**src/rtl/adc_rl_pkg.sv**
```systemverilog
package adc_rl_pkg;

    localparam int RL_RES_W  = 10;
    localparam int RL_BYTE_W = 8;

    typedef struct packed {
        logic [RL_BYTE_W-1:0] hi;
        logic [RL_BYTE_W-1:0] lo;
    } rl_pair_t;

    typedef enum logic [1:0] {
        RL_IDLE    = 2'd0,
        RL_ACCEPT  = 2'd1,
        RL_DISCARD = 2'd2
    } rl_xfer_e;

    // Split a result word into the two bus bytes for the given mode.
    function automatic rl_pair_t rl_split(input logic [RL_RES_W-1:0] d,
                                          input logic wide);
        rl_pair_t p;
        p.lo = d[RL_BYTE_W-1:0];
        p.hi = '0;
        if (wide) begin
            p.hi[RL_RES_W-RL_BYTE_W-1:0] = d[RL_RES_W-1:RL_BYTE_W];
        end
        return p;
    endfunction

endpackage

```
**src/rtl/rl_lock_ctrl.sv**
```systemverilog
module rl_lock_ctrl
    import adc_rl_pkg::*;
(
    input  logic     clk,
    input  logic     rst,
    input  logic     conv_done,
    input  logic     mode_10b,
    input  logic     rd_en,
    input  logic     rd_sel_hi,
    output logic     lock_q,
    output logic     mode_chg,
    output rl_xfer_e xfer
);

    logic mode_q;
    logic hi_rd_wide;
    logic lo_rd;
    logic hold;

    assign hi_rd_wide = mode_10b & rd_en & rd_sel_hi;
    assign lo_rd      = rd_en & ~rd_sel_hi;
    assign mode_chg   = (mode_q != mode_10b);

    // A standing lock holds unless released this cycle; an upper read
    // in 10-bit mode holds its own cycle so the bytes cannot tear.
    assign hold = (lock_q & ~lo_rd & ~mode_chg) | hi_rd_wide;

    always_comb begin
        if (!conv_done) begin
            xfer = RL_IDLE;
        end else if (hold) begin
            xfer = RL_DISCARD;
        end else begin
            xfer = RL_ACCEPT;
        end
    end

    always_ff @(posedge clk) begin
        if (rst) begin
            lock_q <= 1'b0;
            mode_q <= mode_10b;
        end else begin
            mode_q <= mode_10b;
            if (hi_rd_wide) begin
                lock_q <= 1'b1;
            end else if (lo_rd || mode_chg) begin
                lock_q <= 1'b0;
            end
        end
    end

endmodule

```
**src/rtl/rl_result_regs.sv**
```systemverilog
module rl_result_regs
    import adc_rl_pkg::*;
#(
    parameter int RES_W       = RL_RES_W,
    parameter bit HAS_OVERRUN = 1'b1
)(
    input  logic             clk,
    input  logic             rst,
    input  rl_xfer_e         xfer,
    input  logic [RES_W-1:0] conv_data,
    input  logic             mode_10b,
    output rl_pair_t         pair_q,
    output logic             overrun
);

    always_ff @(posedge clk) begin
        if (rst) begin
            pair_q <= '0;
        end else if (xfer == RL_ACCEPT) begin
            pair_q <= rl_split(conv_data, mode_10b);
        end
    end

    generate
        if (HAS_OVERRUN) begin : g_ovr
            logic ovr_q;
            always_ff @(posedge clk) begin
                if (rst) begin
                    ovr_q <= 1'b0;
                end else if (xfer == RL_DISCARD) begin
                    ovr_q <= 1'b1;
                end
            end
            assign overrun = ovr_q;
        end else begin : g_no_ovr
            assign overrun = 1'b0;
        end
    endgenerate

endmodule

```
**src/rtl/rl_read_mux.sv**
```systemverilog
module rl_read_mux
    import adc_rl_pkg::*;
#(
    parameter int BYTE_W = RL_BYTE_W
)(
    input  rl_pair_t          pair_q,
    input  logic              mode_10b,
    input  logic              rd_sel_hi,
    output logic [BYTE_W-1:0] rd_data
);

    always_comb begin
        if (rd_sel_hi) begin
            rd_data = mode_10b ? pair_q.hi : '0;
        end else begin
            rd_data = pair_q.lo;
        end
    end

endmodule

```
**src/rtl/adc_result_latch.sv**
```systemverilog
module adc_result_latch
    import adc_rl_pkg::*;
#(
    parameter int RES_W       = RL_RES_W,
    parameter int BYTE_W      = RL_BYTE_W,
    parameter bit HAS_OVERRUN = 1'b1
)(
    input  logic              clk,
    input  logic              rst,
    input  logic              conv_done,
    input  logic [RES_W-1:0]  conv_data,
    input  logic              mode_10b,
    input  logic              rd_en,
    input  logic              rd_sel_hi,
    output logic [BYTE_W-1:0] rd_data,
    output logic              overrun
);

    logic     lock_active;
    logic     mode_chg;
    rl_xfer_e xfer;
    rl_pair_t pair_q;

    rl_lock_ctrl u_lock (
        .clk       (clk),
        .rst       (rst),
        .conv_done (conv_done),
        .mode_10b  (mode_10b),
        .rd_en     (rd_en),
        .rd_sel_hi (rd_sel_hi),
        .lock_q    (lock_active),
        .mode_chg  (mode_chg),
        .xfer      (xfer)
    );

    rl_result_regs #(
        .RES_W       (RES_W),
        .HAS_OVERRUN (HAS_OVERRUN)
    ) u_regs (
        .clk       (clk),
        .rst       (rst),
        .xfer      (xfer),
        .conv_data (conv_data),
        .mode_10b  (mode_10b),
        .pair_q    (pair_q),
        .overrun   (overrun)
    );

    rl_read_mux #(
        .BYTE_W (BYTE_W)
    ) u_mux (
        .pair_q    (pair_q),
        .mode_10b  (mode_10b),
        .rd_sel_hi (rd_sel_hi),
        .rd_data   (rd_data)
    );

endmodule

```
**config.mk**
```make
export PLATFORM = sky130hd
export DESIGN_NAME = adc_result_latch
export DESIGN_NICKNAME = d
export VERILOG_FILES = /design/src/rtl/adc_rl_pkg.sv /design/src/rtl/rl_lock_ctrl.sv /design/src/rtl/rl_result_regs.sv /design/src/rtl/rl_read_mux.sv /design/src/rtl/adc_result_latch.sv
export SDC_FILE = /design/constraint.sdc
export NUM_CORES = 1
export LEC_CHECK = 0
export BUFFER_PORTS_ARGS = -buffer_cell sky130_fd_sc_hd__buf_2
export CORE_MARGIN = 1
export CORE_UTILIZATION = 35
export CTS_CLUSTER_DIAMETER = 100
export CTS_CLUSTER_SIZE = 28
export DETAILED_ROUTE_END_ITERATION = 7
export GPL_TIMING_DRIVEN = 0
export PLACE_DENSITY = 0.67
export SYNTH_ARGS = -nofsm -noshare
export SYNTH_HDL_FRONTEND = slang
export SYNTH_SLANG_ARGS = --single-unit
```
**constraint.sdc**
```tcl
create_clock -name clk -period 1 [get_ports clk]
set_input_delay 0 -clock clk [delete_from_list [all_inputs] [get_ports clk]]
set_output_delay 0 -clock clk [all_outputs]
set_load 0.02 [all_outputs]
```
* Word level (Yosys, flattened, before mapping) *
Index checks and enable logic that the tools add are counted.

cells by class
  equal/unequal tests = 3
  bitwise operators = 9
  mux-type cells = 7
  reductions and logical operators = 2

operators by type and width
  cell                count
  $mux 2              4
  $mux 8              1
  $and 1x1->1         5
  $not 1->1           3
  $eq 2x1->1 const B  1
  $eq 2x2->1 const B  1
  $mux 1              2
  $reduce_bool 2->1   1
  $logic_or 1x1->1    1
  $ne 1x1->1          1
  $or 1x1->1          1

word-level totals
  bits of input ports = 16
  output and inout port bits = 9
  bits in registers = 13

* Longest topological paths before layout *
  word-level depth = 9
  depth in mapped cells = 6
  mapped depth without buffers = 4

* Cells and area by module *
Synthesis repeated with hierarchy kept, for this count alone.

second synthesis, totals
  cells, all modules = 80
  area, all modules = 643.1 µm²

by module, submodules not included
  module          cells an instance  instances  area each (µm²)
  rl_result_regs  56                 1          446.7
  rl_read_mux     15                 1          103.8
  rl_lock_ctrl    9                  1          92.6

* Least setup slack after synthesis *
Ideal clock, no wire load.

  path type = register to register
  from = register u_lock.mode_q
  to = register u_regs.pair_q[2] (netlist name)
  arrival time = 0.987 ns
  cell stages (with the launch flop) = 6
  path buffers = 1
  path slack = -0.119 ns
  required time = 0.868 ns
  path through = dfxtp_1 nor2b_1 o211a_1 buf_2 o21ai_1 a21oi_1

between the ends
  longest elaborated chain between the ends = 7

RTL lines
  item                    line                  text
  start, declared         rl_lock_ctrl.sv:15    logic mode_q;
  start signal, assigned  rl_lock_ctrl.sv:41    mode_q <= mode_10b;
  start signal, assigned  rl_lock_ctrl.sv:43    mode_q <= mode_10b;
  $ne 1x1->1              rl_lock_ctrl.sv:22    assign mode_chg = (mode_q != mode_10b);
  $not 1->1               rl_lock_ctrl.sv:26    assign hold = (lock_q & ~lo_rd & ~mode_chg) | hi_rd_wide;
  $and 1x1->1             rl_lock_ctrl.sv:26
  $or 1x1->1              rl_lock_ctrl.sv:26
  $mux 2                  rl_lock_ctrl.sv:31    end else if (hold) begin
  $mux 2                  rl_lock_ctrl.sv:29    if (!conv_done) begin
  $eq 2x1->1              rl_result_regs.sv:19  end else if (xfer == RL_ACCEPT) begin

No other way between the ends.
A chain may end at the register's enable or synchronous reset.

* Final worst setup path *
  from = register u_lock.mode_q
  to = register u_regs.pair_q[1] (netlist name)

between the ends
  longest elaborated chain between the ends = 7

RTL lines
  item         line
  $ne 1x1->1   rl_lock_ctrl.sv:22
  $not 1->1    rl_lock_ctrl.sv:26
  $and 1x1->1  rl_lock_ctrl.sv:26
  $or 1x1->1   rl_lock_ctrl.sv:26
  $mux 2       rl_lock_ctrl.sv:31
  $mux 2       rl_lock_ctrl.sv:29
  $eq 2x1->1   rl_result_regs.sv:19

No other way between the ends.

==> impl_metrics.env <==
export IMPL_setup_viol_count_final=12
export IMPL_rsz0062_at_grt="yes"
export IMPL_clk_pin_slew_ns=0.08
export IMPL_clk_latency_ns=0.27
export IMPL_drive_above_1_share_pct=36.5
export IMPL_fin_util_pct=62.9
export IMPL_start_util_pct=38.8
export IMPL_grt_total_usage_pct=19.2
export IMPL_fin_nets=132
export IMPL_worstPathMaxFanout=10
export IMPL_syn_area_per_cell_sq_um=8.30
export IMPL_gp_congestion=0.712
export IMPL_stdcell_area_sq_um=981
export IMPL_p_leak_nw=0.405
export IMPL_fp_coreArea_sq_um=1560
export IMPL_fmaxAchievable_mhz=825
export IMPL_grt_pass1_wl_microns=2660
export IMPL_io_pins=25
export IMPL_drt_iter0_markers=14
export IMPL_ys_seq_area_share_pct=43.0
export IMPL_dr_pass1_iters=6
export IMPL_violations="negative setup slack"
export IMPL_dieHeight_microns=43.6
export IMPL_grt_pass1_vias=628
export IMPL_routed_wl_microns=1600
export IMPL_power_density_nw_per_um2=1150
export IMPL_ys_seq_elements=13
export IMPL_cp_required_ns=1.20
export IMPL_relSlewSlack_pct=66.7
export IMPL_syn2layout_area_growth_pct=62.0
export IMPL_max_slew_worst_pin_slew_ns=0.499
export IMPL_syn_area_sq_um=606
export IMPL_cts_tree="built"
export IMPL_cts_setup_buffers=0
export IMPL_viasPerCell=5.08
export IMPL_timing_final_crit_share_pct=121
export IMPL_diodes=0
export IMPL_endpoint_kind="flop"
export IMPL_post_dp_hpwl_microns=988
export IMPL_cp_start_kind="flop"
export IMPL_clock_sinks=13
export IMPL_hold_viol=0
export IMPL_path_class="flop to flop"
export IMPL_vias=666
export IMPL_cts_inserted_buffers=3
export IMPL_worst_slack_ns=-0.212
export IMPL_ant_nets=0
export IMPL_fp_row_count=14
export IMPL_synthesis_nets=89
export IMPL_htree_levels=1
export IMPL_drc=0
export IMPL_gr_total_overflow=0
export IMPL_ir_drop_uv=774
export IMPL_dieWidth_microns=43.6
export IMPL_status="finished, violations left"
export IMPL_total_power_mw=1.13
export IMPL_cts_buffer_depth=2
export IMPL_hp_class="primary input to flop"
export IMPL_arrival_ns=1.41
export IMPL_maxCapViolations=0
export IMPL_cts_root_buf="clkbuf_4"
export IMPL_place_area_sq_um=761
export IMPL_wl_per_cell_microns=12.2
export IMPL_grt_max_degree=11
export IMPL_maxSlewViolCount=0
export IMPL_antenna_found_initial=0
export IMPL_design_die_area_sq_um=1900
export IMPL_port_buffers=24
export IMPL_layout_commonest_cell="buf_2"
export IMPL_netlist_instances=73
export IMPL_fin_skew_ns=0.00458
export IMPL_final_cell_mix="buf_2 (23), dlygate4sd3_1 (13), dfxtp_1 (11)"
export IMPL_ys_types=18
export IMPL_dp_worst_setup_slack_ns=-0.276
export IMPL_min_period_ns=1.21
export IMPL_synth_warnings=0
[report_power, final]
part	leakage [nW]	internal [mW]	switching (mW)	total, mW
clock network	0.0150	0.154	0.167	0.322
logic	0.282	0.127	0.124	0.251
registers	0.108	0.544	0.0150	0.559
[critical path, cell delays in order (launching register included)]
cell and delay, ns:
dfxtp_4 0.38, xor2_4 0.19, o21ai_4 0.28, o21ai_0 0.12
a21oi_1 0.16
[cell families (layout without fill, tap and decap cells)]
logic type,Yosys count,count (layout),share of synthesized area (%)
buffers and inverters,8,50,7.64
DFF,13,13,43.0
xor gates and xnor gates,1,1,2.69
AOI/OAI and AO/OA,28,28,26.2
and+or+nand+nor,23,23,20.5
[sequential cells by signal (all words and copies together), names as in the netlist]
name,count
u_regs.pair_q,10
u_regs.overrun,1
u_lock.lock_q,1
u_lock.mode_q,1
[through the flow]
step	std cells	hold WS, ns	TNS, ns
2_1_floorplan	73	0.0277	-0.839
3_3_place_gp	113	0.128	-2.31
3_5_place_dp	113	0.134	-2.62
4_1_cts	131	0.133	-1.97
5_1_grt	131	0.145	-2.89
6_report	131	0.132	-1.97
[layer usage]
layer | GRT usage [%] | vias up | share of wire, %
met5 | 0 | - | 0
met4 | 11.3 | 0 | 1.6
met1 | 24.5 | 297 | 44
li1 | - | 342 | -
met3 | 2.50 | 4 | 4.1
met2 | 30.7 | 23 | 50
[timing repair]
| action | in CTS | in global routing |
|---|---|---|
| hold buffers | 13 | 0 |
| endpoints found under the hold margin | 12 | 0 |
| setup endpoints to repair | 13 | 14 |
| gates resized for setup | 10 | 6 |
| pin swaps | 2 | 6 |
| cloned | 1 | 0 |
[layout make-up]
class | count | area (sq um)
buffer | 5 | 42.5
clock buffer | 4 | 26.3
fill | 143 | 578
inverter | 3 | 11.3
multi-input combinational | 52 | 352
sequential | 13 | 265
tap | 16 | 20.0
timing repair buffer | 38 | 264
[final timing paths]
kind | from | end | slack, ns | cells after the start
max | u_lock.mode_q | u_regs.pair_q[1] | -0.21 | 4
min | mode_10b | u_regs.pair_q[8] | 0.13 | 4
max reg2reg | u_lock.mode_q | u_regs.pair_q[1] | -0.21 | 4
min reg2reg | u_regs.overrun | u_regs.overrun | 0.46 | 2
[synth_stat cells]
library cell	number	share of area, %
a21oi_1	11	9.1
nor2_1	3	1.9
buf_2	1	0.83
o21ai_1	9	7.4
o21ai_0	4	3.3
xor2_2	1	2.7
dfxtp_1	13	43
o211ai_2	1	2.1
o21a_1	1	1.2
o21ai_2	1	1.4
o211a_1	1	1.7
nor2b_1	7	7.2
inv_1	3	1.9
clkbuf_1	2	1.2
nand2b_1	1	1.0
buf_6	2	3.7
nand3_1	10	8.3
nand4_1	2	2.1
(Power assumes the default switching activity.)
